<file path="config.mk">
export PLATFORM = sky130hd
export DESIGN_NAME = msi_doorbell_ctrl
export DESIGN_NICKNAME = d
export VERILOG_FILES = /design/src/rtl/msi_db_pkg.sv /design/src/rtl/msi_db_regs.sv /design/src/rtl/msi_db_match.sv /design/src/rtl/msi_db_status.sv /design/src/rtl/msi_doorbell_ctrl.sv
export SDC_FILE = /design/constraint.sdc
export NUM_CORES = 1
export LEC_CHECK = 0
export CORE_MARGIN = 2
export CORE_UTILIZATION = 25
export CTS_CLUSTER_SIZE = 14
export DETAILED_ROUTE_END_ITERATION = 10
export GPL_ROUTABILITY_DRIVEN = 0
export PLACE_DENSITY_LB_ADDON = 0.1
export SLEW_MARGIN = 20
export SYNTH_ARGS = -nofsm -noshare
export SYNTH_HDL_FRONTEND = slang
export SYNTH_SLANG_ARGS = --single-unit
</file>
<file path="constraint.sdc">
create_clock -name clk -period 6.21 [get_ports clk]
set_input_delay 0.9315 -clock clk [delete_from_list [all_inputs] [get_ports clk]]
set_output_delay 0.9315 -clock clk [all_outputs]
set_load 0.05 [all_outputs]
</file>
<file path="src/rtl/msi_db_pkg.sv">
package msi_db_pkg;
  localparam int unsigned OFS_W = 12;
  localparam logic [OFS_W-1:0] OFS_DB_LO  = 12'h820;
  localparam logic [OFS_W-1:0] OFS_DB_HI  = 12'h824;
  localparam logic [OFS_W-1:0] OFS_ENABLE = 12'h828;
  localparam logic [OFS_W-1:0] OFS_MASK   = 12'h82C;
  localparam logic [OFS_W-1:0] OFS_STATUS = 12'h830;
endpackage

</file>
<file path="src/rtl/msi_db_regs.sv">
module msi_db_regs
  import msi_db_pkg::*;
#(
  parameter int unsigned DATA_W = 32,
  parameter int unsigned AW     = 12
) (
  input  logic                clk,
  input  logic                rst_n,
  input  logic                reg_wr,
  input  logic [AW-1:0]       reg_addr,
  input  logic [DATA_W-1:0]   reg_wdata,
  input  logic [DATA_W-1:0]   status,
  output logic [DATA_W-1:0]   reg_rdata,
  output logic [2*DATA_W-1:0] db_base,
  output logic [DATA_W-1:0]   enable,
  output logic [DATA_W-1:0]   mask,
  output logic                st_wr,
  output logic                mask_wr
);
  logic [DATA_W-1:0] base_lo_q, base_hi_q, en_q, mask_q;
  logic              lo_we, hi_we, en_we;

  always_comb begin
    lo_we   = reg_wr && (reg_addr == AW'(OFS_DB_LO));
    hi_we   = reg_wr && (reg_addr == AW'(OFS_DB_HI));
    en_we   = reg_wr && (reg_addr == AW'(OFS_ENABLE));
    mask_wr = reg_wr && (reg_addr == AW'(OFS_MASK));
    st_wr   = reg_wr && (reg_addr == AW'(OFS_STATUS));
  end

  always_ff @(posedge clk or negedge rst_n) begin
    if (!rst_n) begin
      base_lo_q <= '0;
      base_hi_q <= '0;
      en_q      <= '0;
      mask_q    <= '0;
    end else begin
      if (lo_we)   base_lo_q <= reg_wdata;
      if (hi_we)   base_hi_q <= reg_wdata;
      if (en_we)   en_q      <= reg_wdata;
      if (mask_wr) mask_q    <= reg_wdata;
    end
  end

  always_comb begin
    unique case (reg_addr)
      AW'(OFS_DB_LO):  reg_rdata = base_lo_q;
      AW'(OFS_DB_HI):  reg_rdata = base_hi_q;
      AW'(OFS_ENABLE): reg_rdata = en_q;
      AW'(OFS_MASK):   reg_rdata = mask_q;
      AW'(OFS_STATUS): reg_rdata = status;
      default:         reg_rdata = '0;
    endcase
  end

  assign db_base = {base_hi_q, base_lo_q};
  assign enable  = en_q;
  assign mask    = mask_q;

  assert_half_write_R2: assert property (@(posedge clk) disable iff (!rst_n)
    lo_we |=> (base_hi_q == $past(base_hi_q)));
endmodule

</file>
<file path="src/rtl/msi_db_match.sv">
module msi_db_match #(
  parameter int unsigned DATA_W = 32
) (
  input  logic                clk,
  input  logic                rst_n,
  input  logic                db_valid,
  input  logic [2*DATA_W-1:0] db_addr,
  input  logic [DATA_W-1:0]   db_data,
  input  logic [3:0]          db_be,
  input  logic [2*DATA_W-1:0] db_base,
  input  logic [DATA_W-1:0]   enable,
  output logic                db_hit,
  output logic [DATA_W-1:0]   set_vec
);
  localparam int unsigned VEC_W = $clog2(DATA_W);

  logic in_range;

  always_comb begin
    db_hit   = db_valid && (db_addr == db_base) && (db_be == 4'b1111) && (|enable);
    in_range = (db_data >> VEC_W) == '0;
  end

  for (genvar i = 0; i < DATA_W; i++) begin : g_dec
    assign set_vec[i] = db_hit && in_range && enable[i] &&
                        (db_data[VEC_W-1:0] == VEC_W'(i));
  end

  assert_onehot_vec_R5: assert property (@(posedge clk) disable iff (!rst_n)
    $onehot0(set_vec));
  assert_no_set_when_off_R4: assert property (@(posedge clk) disable iff (!rst_n)
    (enable == '0) |-> (set_vec == '0));
endmodule

</file>
<file path="src/rtl/msi_db_status.sv">
module msi_db_status #(
  parameter int unsigned DATA_W = 32
) (
  input  logic              clk,
  input  logic              rst_n,
  input  logic              st_wr,
  input  logic [DATA_W-1:0] wdata,
  input  logic              db_hit,
  input  logic [DATA_W-1:0] set_vec,
  input  logic [DATA_W-1:0] mask,
  output logic [DATA_W-1:0] status,
  output logic              irq
);
  logic [DATA_W-1:0] st_q, st_d, toggle;
  logic              irq_q, irq_d, st_en, irq_en;

  always_comb begin
    toggle = st_wr ? wdata : '0;
    st_d   = (st_q ^ toggle) | set_vec;
    st_en  = st_wr || db_hit;
    irq_d  = irq_q;
    if (db_hit && (|(st_d & ~mask)))
      irq_d = 1'b1;
    else if (st_wr && (st_d == '0))
      irq_d = 1'b0;
    irq_en = st_en;
  end

  always_ff @(posedge clk or negedge rst_n) begin
    if (!rst_n) begin
      st_q  <= '0;
      irq_q <= 1'b0;
    end else begin
      if (st_en)  st_q  <= st_d;
      if (irq_en) irq_q <= irq_d;
    end
  end

  assign status = st_q;
  assign irq    = irq_q;

  assert_irq_rise_on_hit_R6: assert property (@(posedge clk) disable iff (!rst_n)
    $rose(irq_q) |-> $past(db_hit));
  assert_irq_fall_on_clear_R7: assert property (@(posedge clk) disable iff (!rst_n)
    $fell(irq_q) |-> ($past(st_wr) && (st_q == '0)));
  assert_bits_need_cause_R9: assert property (@(posedge clk) disable iff (!rst_n)
    (|(st_q & ~$past(st_q))) |-> ($past(db_hit) || $past(st_wr)));
endmodule

</file>
<file path="src/rtl/msi_doorbell_ctrl.sv">
module msi_doorbell_ctrl #(
  parameter int unsigned DATA_W = 32,
  parameter int unsigned AW     = 12
) (
  input  logic                clk,
  input  logic                rst_n,
  input  logic                reg_wr,
  input  logic [AW-1:0]       reg_addr,
  input  logic [DATA_W-1:0]   reg_wdata,
  output logic [DATA_W-1:0]   reg_rdata,
  input  logic                db_valid,
  input  logic [2*DATA_W-1:0] db_addr,
  input  logic [DATA_W-1:0]   db_data,
  input  logic [3:0]          db_be,
  output logic                irq
);
  localparam int unsigned DB_AW = 2 * DATA_W;

  logic [1:0]        rst_pipe;
  logic              rst_sync_n;
  logic [DB_AW-1:0]  db_base;
  logic [DATA_W-1:0] enable, mask, status, set_vec;
  logic              st_wr, mask_wr, db_hit;

  always_ff @(posedge clk or negedge rst_n) begin
    if (!rst_n) rst_pipe <= 2'b00;
    else        rst_pipe <= {rst_pipe[0], 1'b1};
  end
  assign rst_sync_n = rst_pipe[1];

  msi_db_regs #(.DATA_W(DATA_W), .AW(AW)) u_regs (
    .clk(clk), .rst_n(rst_sync_n), .reg_wr(reg_wr), .reg_addr(reg_addr),
    .reg_wdata(reg_wdata), .status(status), .reg_rdata(reg_rdata),
    .db_base(db_base), .enable(enable), .mask(mask),
    .st_wr(st_wr), .mask_wr(mask_wr)
  );

  msi_db_match #(.DATA_W(DATA_W)) u_match (
    .clk(clk), .rst_n(rst_sync_n), .db_valid(db_valid), .db_addr(db_addr),
    .db_data(db_data), .db_be(db_be), .db_base(db_base), .enable(enable),
    .db_hit(db_hit), .set_vec(set_vec)
  );

  msi_db_status #(.DATA_W(DATA_W)) u_status (
    .clk(clk), .rst_n(rst_sync_n), .st_wr(st_wr), .wdata(reg_wdata),
    .db_hit(db_hit), .set_vec(set_vec), .mask(mask),
    .status(status), .irq(irq)
  );

  assert_mask_keeps_irq_R8: assert property (@(posedge clk) disable iff (!rst_sync_n)
    (mask_wr && !db_hit) |=> $stable(irq));
endmodule

</file>
======== Yosys cells after proc, flatten, opt, wreduce, memory -nomap -nowiden ========
Cells that the tools add are included.
word-level totals
  register bits after elaboration ......... 163
  bits in latches ......................... 0
  RAM bits ................................ 0
  bits in read-only memories .............. 0
  input bits .............................. 148
  output and inout port bits .............. 33
  logic and storage cells ................. 136
  memories ................................ 0
cells by class
  add/sub/neg operators ................... 0
  multiply operators ...................... 0
  div/mod/pow operators ................... 0
  order comparisons ....................... 0
  equality and inequality tests ........... 38
  shifts and indexed selects .............. 0
  muxes and demuxes ....................... 4
  bitwise operators ....................... 4
  reductions and logical operators ........ 83
operators by type and width
  operator                                       number
  case mux 32 bit (5 select lines)               1
  == test 5 bit, second input constant           16
  logical AND 1 bit                              75
  == test 64 bit                                 1
  logical NOT 32 bit                             2
  OR reduction 32 bit                            2
  == test 12 bit, second input constant          5
  == test 5 x 4 -> 1 bit, second input constant  8
  AND 32 bit                                     1
  2-to-1 mux 32 bit                              1
  inverter 32 bit                                1
  OR 32 bit                                      1
  bitwise XOR 32 bit                             1
  == test 5 x 3 -> 1 bit, second input constant  4
  == test 5 x 2 -> 1 bit, second input constant  2
  == test 5 x 1 -> 1 bit, second input constant  1
  logical NOT 5 bit                              1
  == test 4 bit, second input constant           1
  2-to-1 mux 1 bit                               2
  AND reduction 2 bit                            1
  nonzero test 2 bit                             1
  logical OR 1 bit                               1

======== Logic depth before layout (Yosys ltp) ========
Gate-level depths: netlist of run 1.
  word-level depth ........................ 13
  depth in mapped cells ................... 13
  gate-level depth less buffers ........... 10

======== By module ========
Synthesis of run 1 repeated with hierarchy kept, for this count alone.
unflattened totals
  cells, all modules ...................... 919
  area total of the unflattened synthesis .. 10223.6 µm²
by module, submodules not included
  module             instances  cells each  area each (µm²)  sequential area each (µm²)
  msi_db_regs        1          433         6293.5           3203.1
  msi_db_status      1          261         2255.9           825.8
  msi_db_match       1          222         1620.3           0.0
  msi_doorbell_ctrl  1          3           53.8             50.0

======== Least setup slack after synthesis of run 1 ========
No wires, ideal clock.
  path type ............................... input-to-output
  start point ............................. input reg_addr[7]
  end point ............................... output reg_rdata[2]
  data arrival time ....................... 3303 ps
  required time ........................... 5278 ps
  path slack .............................. 1976 ps
  stages .................................. 8
  buffers on the path ..................... 3
  cells stage by stage .................... or3_1 -> clkbuf_1 -> clkbuf_1 -> or3_1 -> nor3b_1 -> clkbuf_1 -> a222oi_1 -> nand2_1
on the way
  cells in the longest elaborated chain, start to end .. 2
  elaborated cells on any way between the ends .. 6
  classes of those cells .................. 5 x eq/ne; 1 x mux
ends and longest elaborated chain
  what                                line                     RTL
  from (decl)                         msi_doorbell_ctrl.sv:8   input logic [AW-1:0] reg_addr,
  == test 12 bit                      msi_db_regs.sv:46        unique case (reg_addr)
  case mux 32 bit (5 select lines) *  msi_db_regs.sv:46
  to (decl)                           msi_doorbell_ctrl.sv:10  output logic [DATA_W-1:0] reg_rdata,
Every way passes the cells marked *; elsewhere a longest branch is shown, timed or not.

======== Final worst setup path of run 1 ========
  start point ............................. input reg_addr[0]
  end point ............................... output reg_rdata[22]
The elaborated chain is that of the path after synthesis.

==> metrics, run 1 <==
status=finished, final reports clean; share of layout cells above drive strength 1=20.7%; Post-Route Setup TNS=0 ps; root buffer cell=clkbuf_16; Mapped Cells=894; Slew Viols, Final=0; total core area=37,400 um2; Achievable Freq=202 MHz; initial antenna violation count=2; CTS tree=yes; fin crit share=79.8%; dominant synthesized flop cell=dfrtp_1; routed wire length=43.6 mm; Worst setup SP type=input pin; Final ANT Viol Nets=0; GRT Total Usage=22.4%; RSZ-0062 raised after global routing=false; area grow syn2layout=35.2%; adder-cell share of the synthesized area=0%; vias in the first global route=8,574; Post-synth EDFFs=0; average size of a mapped cell=10.6 um2; clk slew on worst S/H paths=80 ps; Slew HR=30.6%; Area contributors post-synth=dfrtp_1 43%, mux2_2 15%, xnor2_1 5.7%; grt total ovfl=0; Seq/Total Area, Yosys=43.2%; DRC Markers=0; Wirelength per Cell=27.6 um; max-cap viol count=0; CP Capture Type=output port; Final min period=4960 ps; main combinational cell family by area after synthesis=simple AND/OR/NAND/NOR gates; vias post-DR=8,589; Final Hold Vio Count=0; Initial DRT Pass Iterations=7; FFs w/ async S/R, synth=100%; Detail Placement HPWL=33.6 mm; I/O Buffers=180; row cnt=71; Worst Path Arrival=4030 ps; maximum root-to-sink buffer count=2; Yosys Warn Count=0; starting density of the core=25.2%; H-tree levels=4; Detailed Route Iter0 Violations=1,037; Synth Area in Compound Gates=13.7%; Die W=198 um; # clock sinks=163; Synth Register Bits=163; final setup vio count=0; largest net degree at the start of global routing=68; setup bufs post-CTS=0; critical path data required time=5280 ps; mux cell area share after synthesis=15.4%; post-layout util=34.1%; Max FO, Critical Path=32; first-pass GRT wire length=62.7 mm; Power Density=191 nW/um2; top-area cell type share of the netlist area=43.2%; synthesized cell area=9440 um2; Post-Synth Simple-Gate Area=16.0%; Leak Pwr=0.00539 uW; post_cts resized=0; XOR/XNOR share of the synthesized area=8.82%; Fillers=3,785; cell taking the most area after synthesis=dfrtp_1; Worst Skew=20.5 ps; post-synth net total=1,042; die area=39,300 um2; Vias/cell=5.43; Yosys cell types=53; Die Y=198 um; Hold Buf Count CTS=0; IO Pins=181; Max VDD drop=0.000144 V; actual slew at the worst max-slew pin=1030 ps; Nets=1,204; worst hold path type=reg2async; worst skew pair latency=440 ps; Num CTS Buffers=17; Setup CP Type=in2out
[per-layer routing]
metal	routed length [um]	GRT usage (%)	vias to the layer above
li1	-	-	3755
met1	19600	31.1	4434
met2	20400	36.6	364
met3	2770	3.30	36
met4	794	5.18	0
met5	0	0	-
[stage by stage]
stage,cells,total power (uW),worst slack [ps],hold slack [ps],area (um2)
3_5_place_dp,1548,1330,1310,338,12100
3_3_place_gp,1548,1330,1330,333,12100
2_1_floorplan,894,1170,1330,331,9440
5_1_grt,1580,2520,1120,359,12800
4_1_cts,1580,2460,1300,357,12800
6_report,1581,2430,1250,332,12800
[logic make-up (layout without fill, tap and decap cells)]
logic type | after synthesis | in the layout
xor+xnor | 95 | 95
compound gates | 170 | 170
simple gates | 267 | 267
other cells | 1 | 2
flops | 163 | 163
buf+inv | 69 | 244
mux | 129 | 129
[final timing paths]
path	from	endpoint	slack, ps	cells after the start
setup / recovery	reg_addr[0]	reg_rdata[22]	1250	9
hold / removal	rst_pipe[1]$_DFF_PN0_	u_regs.base_lo_q[20]$_DFFE_PN0P_	330	0
setup reg to reg	u_regs.base_lo_q[16]$_DFFE_PN0P_	u_status.irq$_DFFE_PN0P_	2450	11
hold reg to reg	rst_pipe[1]$_DFF_PN0_	u_regs.base_lo_q[20]$_DFFE_PN0P_	330	0
max in group asynchronous	rst_pipe[1]$_DFF_PN0_	u_regs.enable[5]$_DFFE_PN0P_	4500	1
min in group clk	rst_pipe[0]$_DFF_PN0_	rst_pipe[1]$_DFF_PN0_	350	0
[sequential cells by signal, summed over array words and instances (netlist names)]
signal / count
u_regs.base_lo_q: 32
u_regs.base_hi_q: 32
u_status.status: 32
rst_pipe: 2
u_regs.mask: 32
u_regs.enable: 32
u_status.irq: 1
[layout by cell type (no fill, tap or decap), types with 17 or more instances in the layout]
master           count
nor4_1              39
a22oi_1             32
xor2_1              34
nand4_1             19
nand2_1             85
buf_12              32
buf_4               17
xnor2_1             61
o22ai_1             21
o31ai_1             22
clkdlybuf4s50_1    148
dfrtp_1            162
a222oi_1            33
mux2_2             129
clkbuf_16           17
o21ai_0             19
nor2_1              31
[Yosys cell counts, types with 5 or more instances]
cell type  count
dfrtp_1      163
mux2_2       129
nand2_1       85
xnor2_1       61
clkbuf_1      47
nor4_1        40
xor2_1        34
a222oi_1      33
a22oi_1       32
nor2_1        32
o31ai_1       22
o22ai_1       21
nand4_1       19
o21ai_0       19
inv_1         15
nor2b_1       14
nand3_1       13
or4bb_1       13
nor3_1         9
a31oi_1        7
o22a_1         7
a21oi_1        6
nor4bb_1       6
a2111oi_0      5
nand4bb_1      5
or4_1          5
[final cells by class]
class	count	area (um2)	share of cell area [%]
diodes	1	2.50	0.0196
clock buffers	18	439	3.44
clock inverters	14	171	1.34
inverters	15	56.3	0.441
multi-input cells	662	5120	40.1
flip-flops and latches	163	4080	32.0
well taps	511	639	5.01
repair buffers	197	2250	17.6
[power breakdown]
part	internal (uW)	total [uW]	switching (uW)
combinational	116	230	114
clock	592	1120	530
sequential	1070	1080	12.9
total	1770	2430	657
[critical path, cell delays in order]
cell	delay, ps
clkdlybuf4s50_1	680
or2_2	460
or2_2	330
or3_1	410
nor3b_2	210
buf_4	420
a222oi_1	200
nand2_1	170
buf_12	150
Power figures use the tool's default switching activity.
==> inputs of run 2 (changes only) <==
clock period = 5 ns   (was 6.21 ns; I/O delays follow)
==> run 2 against run 1 <==
- sequential cell count unchanged
- largest power group unchanged
- utilization is 0.24 points higher
- sequential power rose by 24%
- clock-buffer cell count fell by 1
- global-route usage increased by 0.26 points
- cell count increased by 1.0%
- power is 23% higher
==> metrics, run 2 (synthesized netlist as in run 1, its figures left out) <==
grt total ovfl=0; Final min period=4270 ps; DP Cell Count=1,563; Most common cell on crit path=buf_4; Worst Path Arrival=3520 ps; Wirelength per Cell=27.5 um; Num CTS Buffers=17; # clock sinks=163; Max FO, Critical Path=19; Post-Route Setup TNS=0 ps; status=finished, final reports clean; post_cts resized=0; area grow syn2layout=36.2%; largest net degree at the start of global routing=62; pre-CTS setup slack=524 ps; top sig layer=met4; final setup vio count=0; Initial DRT Pass Iterations=7; total core area=37,400 um2; worst skew pair latency=450 ps; Leak Pwr=0.00545 uW; Max VDD drop=0.000196 V; CP Capture Type=output port; GRT Total Usage=22.6%; Final Non-Filler Cells=1,597; H-tree levels=4; routed length on met1=19.7 mm; Worst setup SP type=input pin; most frequent cells in the layout=162 x dfrtp_1, 148 x clkdlybuf4s50_1, 129 x mux2_2; Nets=1,219; vias in the first global route=8,687; critical path buffer and inverter count=5; worst hold path type=reg2reg; first-pass GRT wire length=63.2 mm; Achievable Freq=234 MHz; DRC Markers=0; Setup CP Type=in2out; Met3 Wirelength=2.98 mm; RSZ-0062 raised after global routing=false; Hold Buf Count CTS=0; Power Density=233 nW/um2; length of routed met2 wiring=20.3 mm; family with the most delay on the worst path=buffers and inverters; root buffer cell=clkbuf_16; share of layout cells above drive strength 1=21.8%; initial antenna violation count=0; actual slew at the worst max-slew pin=848 ps; IO Pins=181; fin crit share=85.4%; starting density of the core=25.2%; critical path data required time=4250 ps; routed wire length=43.9 mm; Final Hold Vio Count=0; CP max-delay cell=or3_1; setup bufs post-CTS=0; Vias/cell=5.42; crit path cell chain=clkdlybuf4s50_1 -> nand4bb_1 -> buf_4 -> or2_2 -> or3_1 -> nor3b_2 -> buf_4 -> buf_4 -> a222oi_1 -> nand2_1 -> buf_12; Final ANT Viol Nets=0; max-cap viol count=0; Detailed Route Iter0 Violations=928; Die Y=198 um; most common cell after layout, fill and taps aside=dfrtp_1; row cnt=71; final worst slack=731 ps; vias post-DR=8,648; Die W=198 um; I/O Buffers=180; crit-path max cell delay=400 ps; Detail Placement HPWL=34.3 mm; CTS tree=yes; die area=39,300 um2; Slew Viols, Final=0; Worst Skew=14.2 ps; Slew HR=43.4%; maximum root-to-sink buffer count=2; clk slew on worst S/H paths=60 ps
## run 2: power by group
part	total, uW	switching (uW)	internal, uW
registers	1340	17.9	1320
clock network	1360	645	712
logic	290	142	148
## run 2: per-stage QoR
stage	total power, uW	cell area (um2)	util, %	hold WS (ps)
final	2990	12800	34.4	350
after global routing	3090	12800	34.3	366
after CTS	3020	12800	34.3	353
after detailed placement	1660	12300	32.8	338
after global placement	1660	12300	32.8	335
after floorplan	1450	9440	-	331
## run 2: final timing paths
check / start / end / slack (ps) / depth (start not counted)
max: reg_addr[10] / reg_rdata[10] / 730 / 11
min: rst_pipe[0]$_DFF_PN0_ / rst_pipe[1]$_DFF_PN0_ / 350 / 0
max reg2reg: u_regs.base_lo_q[2]$_DFFE_PN0P_ / u_status.irq$_DFFE_PN0P_ / 1400 / 12
min reg2reg: rst_pipe[0]$_DFF_PN0_ / rst_pipe[1]$_DFF_PN0_ / 350 / 0
max in group asynchronous: rst_pipe[1]$_DFF_PN0_ / u_regs.base_lo_q[29]$_DFFE_PN0P_ / 3290 / 1
min in group asynchronous: rst_pipe[1]$_DFF_PN0_ / u_status.status[21]$_DFFE_PN0P_ / 390 / 0
## run 2: per-layer routing
metal | vias up | GRT usage, %
met5 | - | 0
met1 | 4417 | 31.6
met4 | 0 | 6.38
met3 | 53 | 3.53
met2 | 391 | 36.1
li1 | 3787 | -
## run 2: final cells by class
type,instances,area [um2]
Fill cell,3848,24500
Multi-Input combinational cell,662,5120
Sequential cell,163,4080
Timing Repair Buffer,212,2360
Tap cell,511,639
Clock buffer,17,425
Clock inverter,15,160
Inverter,15,56.3
Antenna cell,2,5.00
==> inputs of run 3 (changes only) <==
DONT_BUFFER_PORTS = 1   (was default)
==> run 3 against run 2 <==
- via count down 7.0%
- final area is 12% lower
- non-clock buffer count shrank 163
- global-route usage up 0.56 points
- die area unchanged
- power decreased by 4.1%
- cell count shrank 10%
- clock-buffer cell count stayed put
- sequential power barely moved
- maximum frequency is 7.4% higher
- utilization down 4.2 points
- critical path type unchanged
- critical endpoint is now reg_rdata[12]
- largest power group unchanged
==> metrics, run 3 (synthesized netlist as in run 1, its figures left out) <==
status=finished, final reports clean; root buffer cell=clkbuf_16; Final Hold Vio Count=0; starting density of the core=25.2%; Max FO, Critical Path=21; Num CTS Buffers=17; Final min period=3980 ps; fin crit share=79.5%; Switch Pwr=732 uW; Leak Pwr=0.00481 uW; Power Internal=2130 uW; H-tree levels=4; diode count=0; Fillers=3,896; CTS tree=yes; Slew HR=31.1%; post-layout util=30.1%; maximum root-to-sink buffer count=2; setup bufs post-CTS=0; area grow syn2layout=19.4%; Detailed Route Iter0 Violations=811; Worst Path Arrival=3230 ps; CP Capture Type=output port; I/O Buffers=0; worst hold path type=reg2reg; power share of the combinational group=4.2%; Achievable Freq=252 MHz; critical path data required time=4250 ps; Nets=1,056; grt total ovfl=0; Setup CP Type=in2out; die area=39,300 um2; clk slew on worst S/H paths=70 ps; share of layout cells above drive strength 1=23.9%; most frequent cells in the layout=162 x dfrtp_1, 129 x mux2_2, 85 x nand2_1; total core area=37,400 um2; Power Density=254 nW/um2; most common cell after layout, fill and taps aside=dfrtp_1; Vias/cell=5.62; Sw Share=25.6%; row cnt=71; final setup vio count=0; GRT Total Usage=23.2%; actual slew at the worst max-slew pin=1030 ps; Post-Route Setup TNS=0 ps; max-cap viol count=0; Reg area=4080 um2; post_cts resized=0; RSZ-0062 raised after global routing=false; first-pass GRT wire length=63.3 mm; vias in the first global route=8,136; Placed Instance Area=10,600 um2; largest net degree at the start of global routing=162; Detail Placement HPWL=34.0 mm; vias post-DR=8,043; DRC Markers=0; Die Y=198 um; cell area after layout=11,300 um2; IO Pins=181; routed wire length=44.8 mm; worst skew pair latency=440 ps; Slew Viols, Final=0; Flop pwr share=46.6%; Initial DRT Pass Iterations=5; Die W=198 um; Max VDD drop=0.000210 V; Worst Skew=10.5 ps; clock power share=49.2%; Wirelength per Cell=31.3 um; Worst setup SP type=input pin; initial antenna violation count=1; area of the multi-input gates=5120 um2; Final ANT Viol Nets=0; # clock sinks=163
run 3: cell types whose count changed in the layout (fill, tap and decap cells not counted):
cell             change
inv_6                -2
dlygate4sd3_1        +1
clkdlybuf4s50_1    -148
buf_4               -15
buf_12               -1
bufinv_16            +1
inv_8                +1
diode_2              -2
run 3: power groups by stage:
stage	registers, uW	logic (uW)	clock network [uW]
finish	1330	121	1410
global route	1330	132	1490
CTS	1330	124	1440
detailed placement	1360	122	0
global placement	1360	123	0
floorplan	1370	77.7	0
run 3: path summary, 6_finish.rpt:
| kind | start | endpoint | slack, ps | cells after the start |
|---|---|---|---|---|
| worst max-delay path | reg_addr[7] | reg_rdata[12] | 1020 | 6 |
| worst min-delay path | rst_pipe[0]$_DFF_PN0_ | rst_pipe[1]$_DFF_PN0_ | 360 | 0 |
| worst max register to register | u_regs.base_hi_q[22]$_DFFE_PN0P_ | u_status.irq$_DFFE_PN0P_ | 1410 | 12 |
| worst min register to register | rst_pipe[0]$_DFF_PN0_ | rst_pipe[1]$_DFF_PN0_ | 360 | 0 |
| max in group asynchronous | rst_pipe[1]$_DFF_PN0_ | u_regs.enable[12]$_DFFE_PN0P_ | 3730 | 1 |
| min in group asynchronous | rst_pipe[1]$_DFF_PN0_ | u_regs.enable[16]$_DFFE_PN0P_ | 460 | 1 |
run 3: layer usage:
metal | GRT usage, % | part of all wire (%) | wire (um)
met1 | 30.9 | 44 | 19600
met2 | 36.4 | 46 | 20500
met3 | 5.84 | 7.5 | 3360
met4 | 8.21 | 2.9 | 1320
met5 | 0 | 0.029 | 13
run 3: layout make-up:
cell class	instances	area share, %
inverters	15	0.500
multi-input cells	662	45.4
clock inverters	15	1.63
well taps	511	5.68
flip-flops and latches	163	36.2
repair buffers	49	6.73
clock buffers	17	3.78
run 3: stage by stage:
step / hold slack [ps] / setup slack [ps] / total power [uW] / std cells
finish: 358 / 1020 / 2860 / 1432
floorplan: 331 / 122 / 1450 / 894
global placement: 335 / 958 / 1480 / 1399
global route: 376 / 927 / 2960 / 1432
detailed placement: 347 / 891 / 1480 / 1399
CTS: 363 / 1050 / 2890 / 1432
run 3: worst max-delay path: stages:
cell,delay [ps]
or3_1,710
nor4_4,890
buf_4,320
a22oi_1,190
nand2_1,200
buf_12,150
run 3: repair_timing:
action / 4_1_cts / 5_1_grt
setup endpoints to repair: 0 / 0
hold buffers: 1 / 0
hold endpoints to repair: 2 / 0
